**config.mk**
```make
export PLATFORM = sky130hd
export DESIGN_NAME = edge_irq_unit
export DESIGN_NICKNAME = d
export VERILOG_FILES = /design/src/rtl/edge_irq_pkg.sv /design/src/rtl/edge_irq_cfg.sv /design/src/rtl/edge_irq_sync.sv /design/src/rtl/edge_irq_line.sv /design/src/rtl/edge_irq_arb.sv /design/src/rtl/edge_irq_unit.sv
export SDC_FILE = /design/constraint.sdc
export NUM_CORES = 1
export LEC_CHECK = 0
export BUFFER_PORTS_ARGS = -buffer_cell sky130_fd_sc_hd__buf_2
export CAP_MARGIN = 20
export CORE_ASPECT_RATIO = 2
export CORE_MARGIN = 2
export CORE_UTILIZATION = 52
export CTS_CLUSTER_DIAMETER = 100
export DETAILED_ROUTE_END_ITERATION = 7
export PLACE_DENSITY = 0.85
export SETUP_SLACK_MARGIN = 0.15
export SLEW_MARGIN = 30
export SYNTH_ARGS = -nofsm -noshare
export SYNTH_HDL_FRONTEND = slang
export SYNTH_SLANG_ARGS = --single-unit
```
**constraint.sdc**
```tcl
create_clock -name clk -period 1.3 [get_ports clk]
set_input_delay 0.26 -clock clk [delete_from_list [all_inputs] [get_ports clk]]
set_output_delay 0.26 -clock clk [all_outputs]
set_load 0.02 [all_outputs]
```
**src/rtl/edge_irq_pkg.sv**
```systemverilog
package edge_irq_pkg;

    localparam int LINES_DEF  = 8;
    localparam int MODE_W     = 2;
    localparam int SYNC_DEPTH = 2;

    typedef enum logic [MODE_W-1:0] {
        EDGE_OFF  = 2'b00,
        EDGE_RISE = 2'b01,
        EDGE_FALL = 2'b10,
        EDGE_BOTH = 2'b11
    } edge_mode_e;

    typedef struct packed {
        logic samp;
        logic pend;
    } line_state_t;

    function automatic logic edge_hit(edge_mode_e mode, logic prev, logic cur);
        logic rise;
        logic fall;
        rise = ~prev & cur;
        fall = prev & ~cur;
        case (mode)
            EDGE_RISE: edge_hit = rise;
            EDGE_FALL: edge_hit = fall;
            EDGE_BOTH: edge_hit = rise | fall;
            default:   edge_hit = 1'b0;
        endcase
    endfunction

endpackage

```
**src/rtl/edge_irq_cfg.sv**
```systemverilog
module edge_irq_cfg #(
    parameter int N_LINES = edge_irq_pkg::LINES_DEF,
    localparam int CFG_W  = N_LINES * edge_irq_pkg::MODE_W
) (
    input  logic             clk,
    input  logic             rst,
    input  logic             we,
    input  logic [CFG_W-1:0] wdata,
    output logic [CFG_W-1:0] cfg_q
);

    always_ff @(posedge clk) begin
        if (rst) begin
            cfg_q <= '0;
        end else if (we) begin
            cfg_q <= wdata;
        end
    end

endmodule

```
**src/rtl/edge_irq_sync.sv**
```systemverilog
module edge_irq_sync #(
    parameter int W      = edge_irq_pkg::LINES_DEF,
    parameter int STAGES = edge_irq_pkg::SYNC_DEPTH
) (
    input  logic         clk,
    input  logic         rst,
    input  logic [W-1:0] d,
    output logic [W-1:0] q
);

    logic [STAGES-1:0][W-1:0] stg;

    always_ff @(posedge clk) begin
        if (rst) begin
            stg <= '0;
        end else begin
            stg[0] <= d;
            for (int s = 1; s < STAGES; s++) begin
                stg[s] <= stg[s-1];
            end
        end
    end

    assign q = stg[STAGES-1];

endmodule

```
**src/rtl/edge_irq_line.sv**
```systemverilog
module edge_irq_line
    import edge_irq_pkg::*;
(
    input  logic       clk,
    input  logic       rst,
    input  edge_mode_e mode,
    input  logic       sync_in,
    input  logic       samp_stb,
    input  logic       clr,
    output logic       pend_o
);

    line_state_t st;
    logic        hit;

    assign hit = samp_stb & edge_hit(mode, st.samp, sync_in);

    always_ff @(posedge clk) begin
        if (rst) begin
            st <= '0;
        end else begin
            if (samp_stb) begin
                st.samp <= sync_in;
            end
            if (mode == EDGE_OFF) begin
                st.pend <= 1'b0;
            end else if (hit) begin
                st.pend <= 1'b1;
            end else if (clr) begin
                st.pend <= 1'b0;
            end
        end
    end

    assign pend_o = st.pend;

endmodule

```
**src/rtl/edge_irq_arb.sv**
```systemverilog
module edge_irq_arb #(
    parameter int N_LINES = edge_irq_pkg::LINES_DEF
) (
    input  logic               clk,
    input  logic               rst,
    input  logic               arb_stb,
    input  logic [N_LINES-1:0] pend,
    output logic [N_LINES-1:0] req_out
);

    always_ff @(posedge clk) begin
        if (rst) begin
            req_out <= '0;
        end else if (arb_stb) begin
            req_out <= pend;
        end
    end

endmodule

```
**src/rtl/edge_irq_unit.sv**
```systemverilog
module edge_irq_unit
    import edge_irq_pkg::*;
#(
    parameter int N_LINES = LINES_DEF,
    localparam int CFG_W  = N_LINES * MODE_W
) (
    input  logic               clk,
    input  logic               rst,
    input  logic               cfg_we,
    input  logic [CFG_W-1:0]   cfg_wdata,
    output logic [CFG_W-1:0]   cfg_rdata,
    input  logic [N_LINES-1:0] pin_in,
    input  logic               samp_stb,
    input  logic               arb_stb,
    input  logic [N_LINES-1:0] req_clr,
    output logic [N_LINES-1:0] req_out
);

    logic [CFG_W-1:0]   cfg_q;
    logic [N_LINES-1:0] pin_sync;
    logic [N_LINES-1:0] pend_q;

    edge_irq_cfg #(.N_LINES(N_LINES)) cfg_i (
        .clk   (clk),
        .rst   (rst),
        .we    (cfg_we),
        .wdata (cfg_wdata),
        .cfg_q (cfg_q)
    );

    assign cfg_rdata = cfg_q;

    edge_irq_sync #(.W(N_LINES), .STAGES(SYNC_DEPTH)) sync_i (
        .clk (clk),
        .rst (rst),
        .d   (pin_in),
        .q   (pin_sync)
    );

    for (genvar i = 0; i < N_LINES; i++) begin : g_line
        edge_irq_line line_i (
            .clk      (clk),
            .rst      (rst),
            .mode     (edge_mode_e'(cfg_q[MODE_W*i +: MODE_W])),
            .sync_in  (pin_sync[i]),
            .samp_stb (samp_stb),
            .clr      (req_clr[i]),
            .pend_o   (pend_q[i])
        );
    end

    edge_irq_arb #(.N_LINES(N_LINES)) arb_i (
        .clk     (clk),
        .rst     (rst),
        .arb_stb (arb_stb),
        .pend    (pend_q),
        .req_out (req_out)
    );

endmodule

```
==> results.txt, run 1 <==
via count = 1689
Layout area overhead = 30.4%
setup ws final = 0.116 ns
CP endpoint kind = flip-flop
Core Util, Final = 69.7%
max-cap viol count = 0
Slew Viols, Final = 0
First-pass DRT Iterations = 4
Clock transition at path regs = 0.10 ns
Data arrival, critical path = 1.41 ns
layout cells sized above 1 = 50.0%
clk buf depth = 2
Fill cells = 314
Tot GR Track Use = 18.4%
CP Max Fanout = 3
hold buffers post-CTS = 0
chip width = 51 um
ANT nets after route = 0
Cell variety after synth = 19
final hold viol count = 0
GR Overflow Total = 0
Initial Util = 53.5%
vias in the first global route = 1611
CTS H-tree lvls = 2
largest net degree at the start of global routing = 57
final WL = 4440 um
total CTS buffers = 5
IO Pins = 61
Clock Power Share = 33.7%
Fmax = 0.845 GHz
diode count = 0
Least-Margin Pin Slew = 0.353 ns
reg-to-reg slack, setup = 0.12 ns
antenna violations before repair = 0
RR Endpoint = g_line[3].line_i.pend_o
Sw Share = 23.8%
power share of the combinational group = 10.7%
sequential share of the synthesized area = 48.8%
Hold WC Path Type = input pin to flip-flop
die area = 5000 um2
Synth Register Bits = 56
DRC violations left = 0
Avg Cell Area, Syn = 10.5 um2
Min-Delay Endpoint = sync_i.stg[7]
setup violators final = 0
Reg-to-Reg Start = sync_i.q[3]
required time worst endpoint = 1.53 ns
status = finished clean
Static Leak = 0.00129 uW
Hold Crit Start = pin_in[7]
Worst-Skew Late Latency = 0.30 ns
Sequential Power Share = 55.6%
syn nets = 272
P_int = 2520 uW
WHS Path Cells = 2
PortBufs = 60
NetSw = 785 uW
DR iter-0 viols = 24
Post-Place Cell Area = 2650 um2
fin crit share = 91.1%
Max VDD drop = 0.991 mV
synthesized instance count = 219
worst relative slew slack = 76.5%
kind of critical path = flip-flop to flip-flop
Register Area = 1180 um2
Layout Skew = 0.00851 ns
multi-input logic area = 1180 um2
placed cells = 326
row cnt = 34
RSZ-0062 raised after global routing = true
cell depth of the worst flop-to-flop path = 5
Total Power = 3300 uW
chip height = 98.0 um
layout net count = 334
Cell Pwr Density = 1100 nW/um2
mapped cell area = 2300 um2
vias per cell = 5.03
Warnings, synthesis = 0
Detailed Place HPWL = 2940 um
commonest cells after routing, fill and taps aside = buf_2 (52), nor2_1 (40), mux2i_1 (32)
gpl congestion = 0.741
element type at the critical path start = flip-flop
clk root buf = clkbuf_8
final std cells w/o fill = 336
post-layout instance area = 3000 um2
crit path time final = 1.18 ns
CTS sink count = 56
pre-CTS WS = -0.0270 ns
core area = 4300 um2
wire length of the first global-routing pass = 7070 um
commonest non-fill, non-tap cell in the layout = buf_2
CTS tree = built
WL per Instance = 13.2 um
-- cell families after synthesis --
kind of cell	after synthesis	share of synthesized area [%]
and+or+nand+nor	64	13.1
AOI/OAI and AO/OA	24	9.69
DFF	56	48.8
adders and majority gates	16	8.71
buffers and inverters	27	5.77
muxes	32	13.9
-- registers in the layout, indices dropped and copies added, names as in the netlist --
| register | cells |
|---|---|
| sync_i.stg | 8 |
| g_line.line_i.pend_o | 8 |
| cfg_i.cfg_q | 16 |
| sync_i.q | 8 |
| g_line.line_i.st | 8 |
| arb_i.req_out | 8 |
-- routing by layer --
layer / share of wire, % / GRT usage, % / wire length, um / vias to the layer above
met4: 1.2 / 6.86 / 55 / 0
met1: 39 / 20.3 / 1740 / 787
met3: 3.7 / 4.43 / 165 / 4
met5: 0 / 0 / 0 / -
met2: 56 / 32.7 / 2480 / 41
li1: - / - / - / 857
-- Yosys cell counts --
library cell	instances	area share, %
a31o_1	2	0.76
buf_4	1	0.33
ha_1	16	8.7
nor2b_1	16	4.4
a211oi_2	2	1.1
mux2i_1	32	14
nor2_1	40	6.5
buf_6	1	0.49
buf_12	1	0.87
buf_1	4	0.65
buf_2	3	0.65
a211oi_1	6	2.0
a31o_2	6	2.3
o221ai_1	6	2.3
dfxtp_1	56	49
nand2b_1	8	2.2
clkbuf_1	1	0.16
inv_1	16	2.6
o221ai_2	2	1.3
-- through the flow --
stage,TNS (ns),hold WS [ns]
2_1_floorplan,0,0.388
3_3_place_gp,0,0.417
3_5_place_dp,-0.0623,0.425
4_1_cts,0,0.148
5_1_grt,0,0.153
6_report,0,0.155
-- power groups by stage --
stage / Clock [uW] / Sequential (uW) / Combinational, uW
floorplan: 0 / 1890 / 177
global placement: 0 / 1870 / 315
detailed placement: 0 / 1870 / 324
CTS: 1140 / 1840 / 339
global route: 1210 / 1850 / 391
finish: 1110 / 1840 / 354
-- worst max path at each step --
| stage | to | slack, ns | from |
|---|---|---|---|
| final | g_line[3].line_i.pend_o | 0.12 | sync_i.q[3] |
| after floorplan | g_line[2].line_i.pend_o | 0.15 | g_line[2].line_i.st[1] |
| after global routing | g_line[7].line_i.pend_o | 0.05 | g_line[7].line_i.st[1] |
| after global placement | g_line[6].line_i.pend_o | 0.04 | samp_stb |
| after detailed placement | g_line[3].line_i.pend_o | -0.03 | samp_stb |
| after CTS | g_line[3].line_i.pend_o | 0.12 | g_line[3].line_i.st[1] |
-- final cells by class --
type | count | share of cell area (%)
tap | 54 | 2.26
clock buffer | 5 | 2.30
multi-input combinational | 136 | 39.3
sequential | 56 | 39.4
inverter | 16 | 2.26
clock inverter | 3 | 1.42
timing repair buffer | 66 | 13.0
-- worst max-delay path: stages (launching register included) --
cell	delay (ns)
dfxtp_2	0.34
inv_1	0.05
ha_1	0.14
o221ai_1	0.11
a31o_2	0.26
a211oi_2	0.22
-- repair_timing --
action / 4_1_cts / 5_1_grt
setup buffers: 1 / 1
gates resized for setup: 49 / 34
pin swaps: 12 / 8
cloned: 0 / 0
setup endpoints to repair: 24 / 18
No activity file was read; power rests on OpenSTA's default activity.
==> run 2, diff against run 1 <==
CTS_CLUSTER_SIZE = 14   (was default)
SETUP_SLACK_MARGIN = default   (was 0.15)
==> run 2 against run 1 <==
  * Die area stayed put
  * Global-route usage is 0.77 points lower
  * Total power is 1.2% lower
  * Sequential share of layout area is 1.1 points higher
  * Non-clock buffer count is 2 lower
  * Cell count is 0.60% lower
  * Count of clock-buffer cells in the layout stayed put
  * Combinational power is 8.8% lower
  * Critical path depth is 1 lower
  * Critical path type unchanged
  * Highest routed layer unchanged
==> results.txt, run 2 (synthesized netlist as in run 1, its figures left out) <==
status = finished clean
CTS H-tree lvls = 2 (unchanged)
layout net count = 332 (-0.60%)
power share of the combinational group = 9.9% (-0.8 points)
Layout Skew = 0.00920 ns (+0.000688 ns)
total CTS buffers = 5 (unchanged)
Data arrival, critical path = 1.46 ns (+0.05 ns)
CTS sink count = 56 (unchanged)
Hold WC Path Type = input pin to flip-flop
Sw Share = 23.3% (-0.44 points)
CP Capture Point = g_line[3].line_i.pend_o
layout cells sized above 1 = 32.1% (-18 points)
CTS tree = built
worst relative slew slack = 78.7% (+2.3 points)
Biggest register = cfg_i.cfg_q
Least-Margin Pin Slew = 0.319 ns (-0.0339 ns)
Tot GR Track Use = 17.6% (-0.77 points)
First-pass DRT Iterations = 4 (unchanged)
chip width = 51 um (unchanged)
final hold viol count = 0 (unchanged)
largest net degree at the start of global routing = 57 (unchanged)
Cell Pwr Density = 1170 nW/um2 (+6.5%)
clk root buf = clkbuf_8
kind of critical path = flip-flop to flip-flop
fin crit share = 94.5% (+3.5 points)
Post-Place Cell Area = 2650 um2 (unchanged)
Sequential Power Share = 56.1% (+0.5 points)
DRC violations left = 0 (unchanged)
final std cells w/o fill = 334 (-0.60%)
ANT nets after route = 0 (unchanged)
reg-to-reg slack, setup = 0.07 ns (-0.04 ns)
PortBufs = 60 (unchanged)
Crit. Startpoint = g_line[3].line_i.st[1]
Static Leak = 0.00126 uW (-2.3%)
DR iter-0 viols = 25 (+4.2%)
commonest non-fill, non-tap cell in the layout = buf_2
cell depth of the worst flop-to-flop path = 4 (-1)
gpl congestion = 0.741 (unchanged)
RR Endpoint = g_line[3].line_i.pend_o
via count = 1661 (-1.7%)
Core Util, Final = 64.7% (-5.0 points)
Layout area overhead = 21.0%
final WL = 4070 um (-8.3%)
IO Pins = 61 (unchanged)
RSZ-0062 raised after global routing = false
setup violators final = 0 (unchanged)
clk buf depth = 2 (unchanged)
P_int = 2500 uW (-0.59%)
Reg-to-Reg Start = g_line[3].line_i.st[1]
chip height = 98.0 um (unchanged)
vias per cell = 4.97 (-1.1%)
required time worst endpoint = 1.53 ns (about the same)
Fmax = 0.814 GHz (-3.7%)
NetSw = 761 uW (-3.0%)
Slew Viols, Final = 0 (unchanged)
core area = 4300 um2 (unchanged)
placed cells = 326 (unchanged)
Clock transition at path regs = 0.10 ns (about the same)
CP endpoint kind = flip-flop
WHS = 0.155 ns (+0.000297 ns)
commonest cells after routing, fill and taps aside = buf_2 (60), dfxtp_1 (51), nor2_1 (40)
WL per Instance = 12.2 um (-7.7%)
CP Max Fanout = 3 (unchanged)
row cnt = 34 (unchanged)
hold buffers post-CTS = 0 (unchanged)
vias in the first global route = 1572 (-2.4%)
wire length of the first global-routing pass = 6770 um (-4.2%)
Clock Power Share = 34.0% (+0.3 points)
die area = 5000 um2 (unchanged)
Detailed Place HPWL = 2940 um (unchanged)
crit path time final = 1.23 ns (+0.0449 ns)
GR Overflow Total = 0 (unchanged)
Initial Util = 53.5% (unchanged)
post-layout instance area = 2780 um2 (-7.2%)
diode count = 0 (unchanged)
element type at the critical path start = flip-flop
Worst-Skew Late Latency = 0.30 ns (about the same)
max reg flops = 16 (unchanged)
Max VDD drop = 1.04 mV (+5.3%)
antenna violations before repair = 0 (unchanged)
max-cap viol count = 0 (unchanged)
-- run 2: cell count changes in the layout (fill, tap and decap cells not counted), sizes merged --
cell	previous run	this run
buf	66	64
-- run 2: cell type report --
| type | count | area [um2] |
|---|---|---|
| repair buffers | 64 | 355 |
| fillers | 363 | 1520 |
| inverters | 16 | 60.1 |
| clock inverters | 3 | 42.5 |
| clock buffers | 5 | 68.8 |
| flip-flops and latches | 56 | 1130 |
| multi-input cells | 136 | 1060 |
| well taps | 54 | 67.6 |
-- run 2: worst min-delay path by stage --
stage,start,end,cells past startpoint
after detailed placement,sync_i.stg[2],sync_i.q[2],1
after global routing,pin_in[7],sync_i.stg[7],2
after floorplan,pin_in[0],sync_i.stg[0],1
after global placement,sync_i.stg[5],sync_i.q[5],1
after CTS,pin_in[7],sync_i.stg[7],2
final,pin_in[7],sync_i.stg[7],2
-- run 2: layer usage --
| metal | vias to the layer above | wire length (um) | part of all wire [%] | track usage, % |
|---|---|---|---|---|
| met3 | 4 | 142 | 3.5 | 4.43 |
| met4 | 0 | 54 | 1.3 | 6.86 |
| met5 | - | 0 | 0 | 0 |
| li1 | 853 | - | - | - |
| met1 | 769 | 1650 | 40 | 19.6 |
| met2 | 35 | 2230 | 55 | 30.9 |
-- run 2: metrics by stage --
stage,setup slack (ns),total power (uW),TNS [ns]
after global routing,0.000946,3400,0
final,0.0711,3260,0
after detailed placement,-0.0270,2190,-0.0623
after global placement,0.0442,2180,0
after floorplan,0.150,2070,0
after CTS,0.0136,3300,0
-- run 2: what timing repair did --
action	4_1_cts	5_1_grt
hold endpoints to repair	0	0
resized for setup	0	8
buffers inserted	0	0
endpoints found under the setup margin	0	4
-- run 2: power groups by stage --
stage	clock, uW	combinational [uW]	sequential (uW)
after floorplan	0	177	1890
after global placement	0	315	1870
after detailed placement	0	324	1870
after CTS	1140	326	1830
after global routing	1200	360	1840
final	1110	323	1830
-- run 2: worst max-delay path, cell delays in order (launching register included) --
cell,delay [ns]
dfxtp_2,0.35
inv_1,0.04
ha_1,0.28
a31o_2,0.26
a211oi_2,0.23
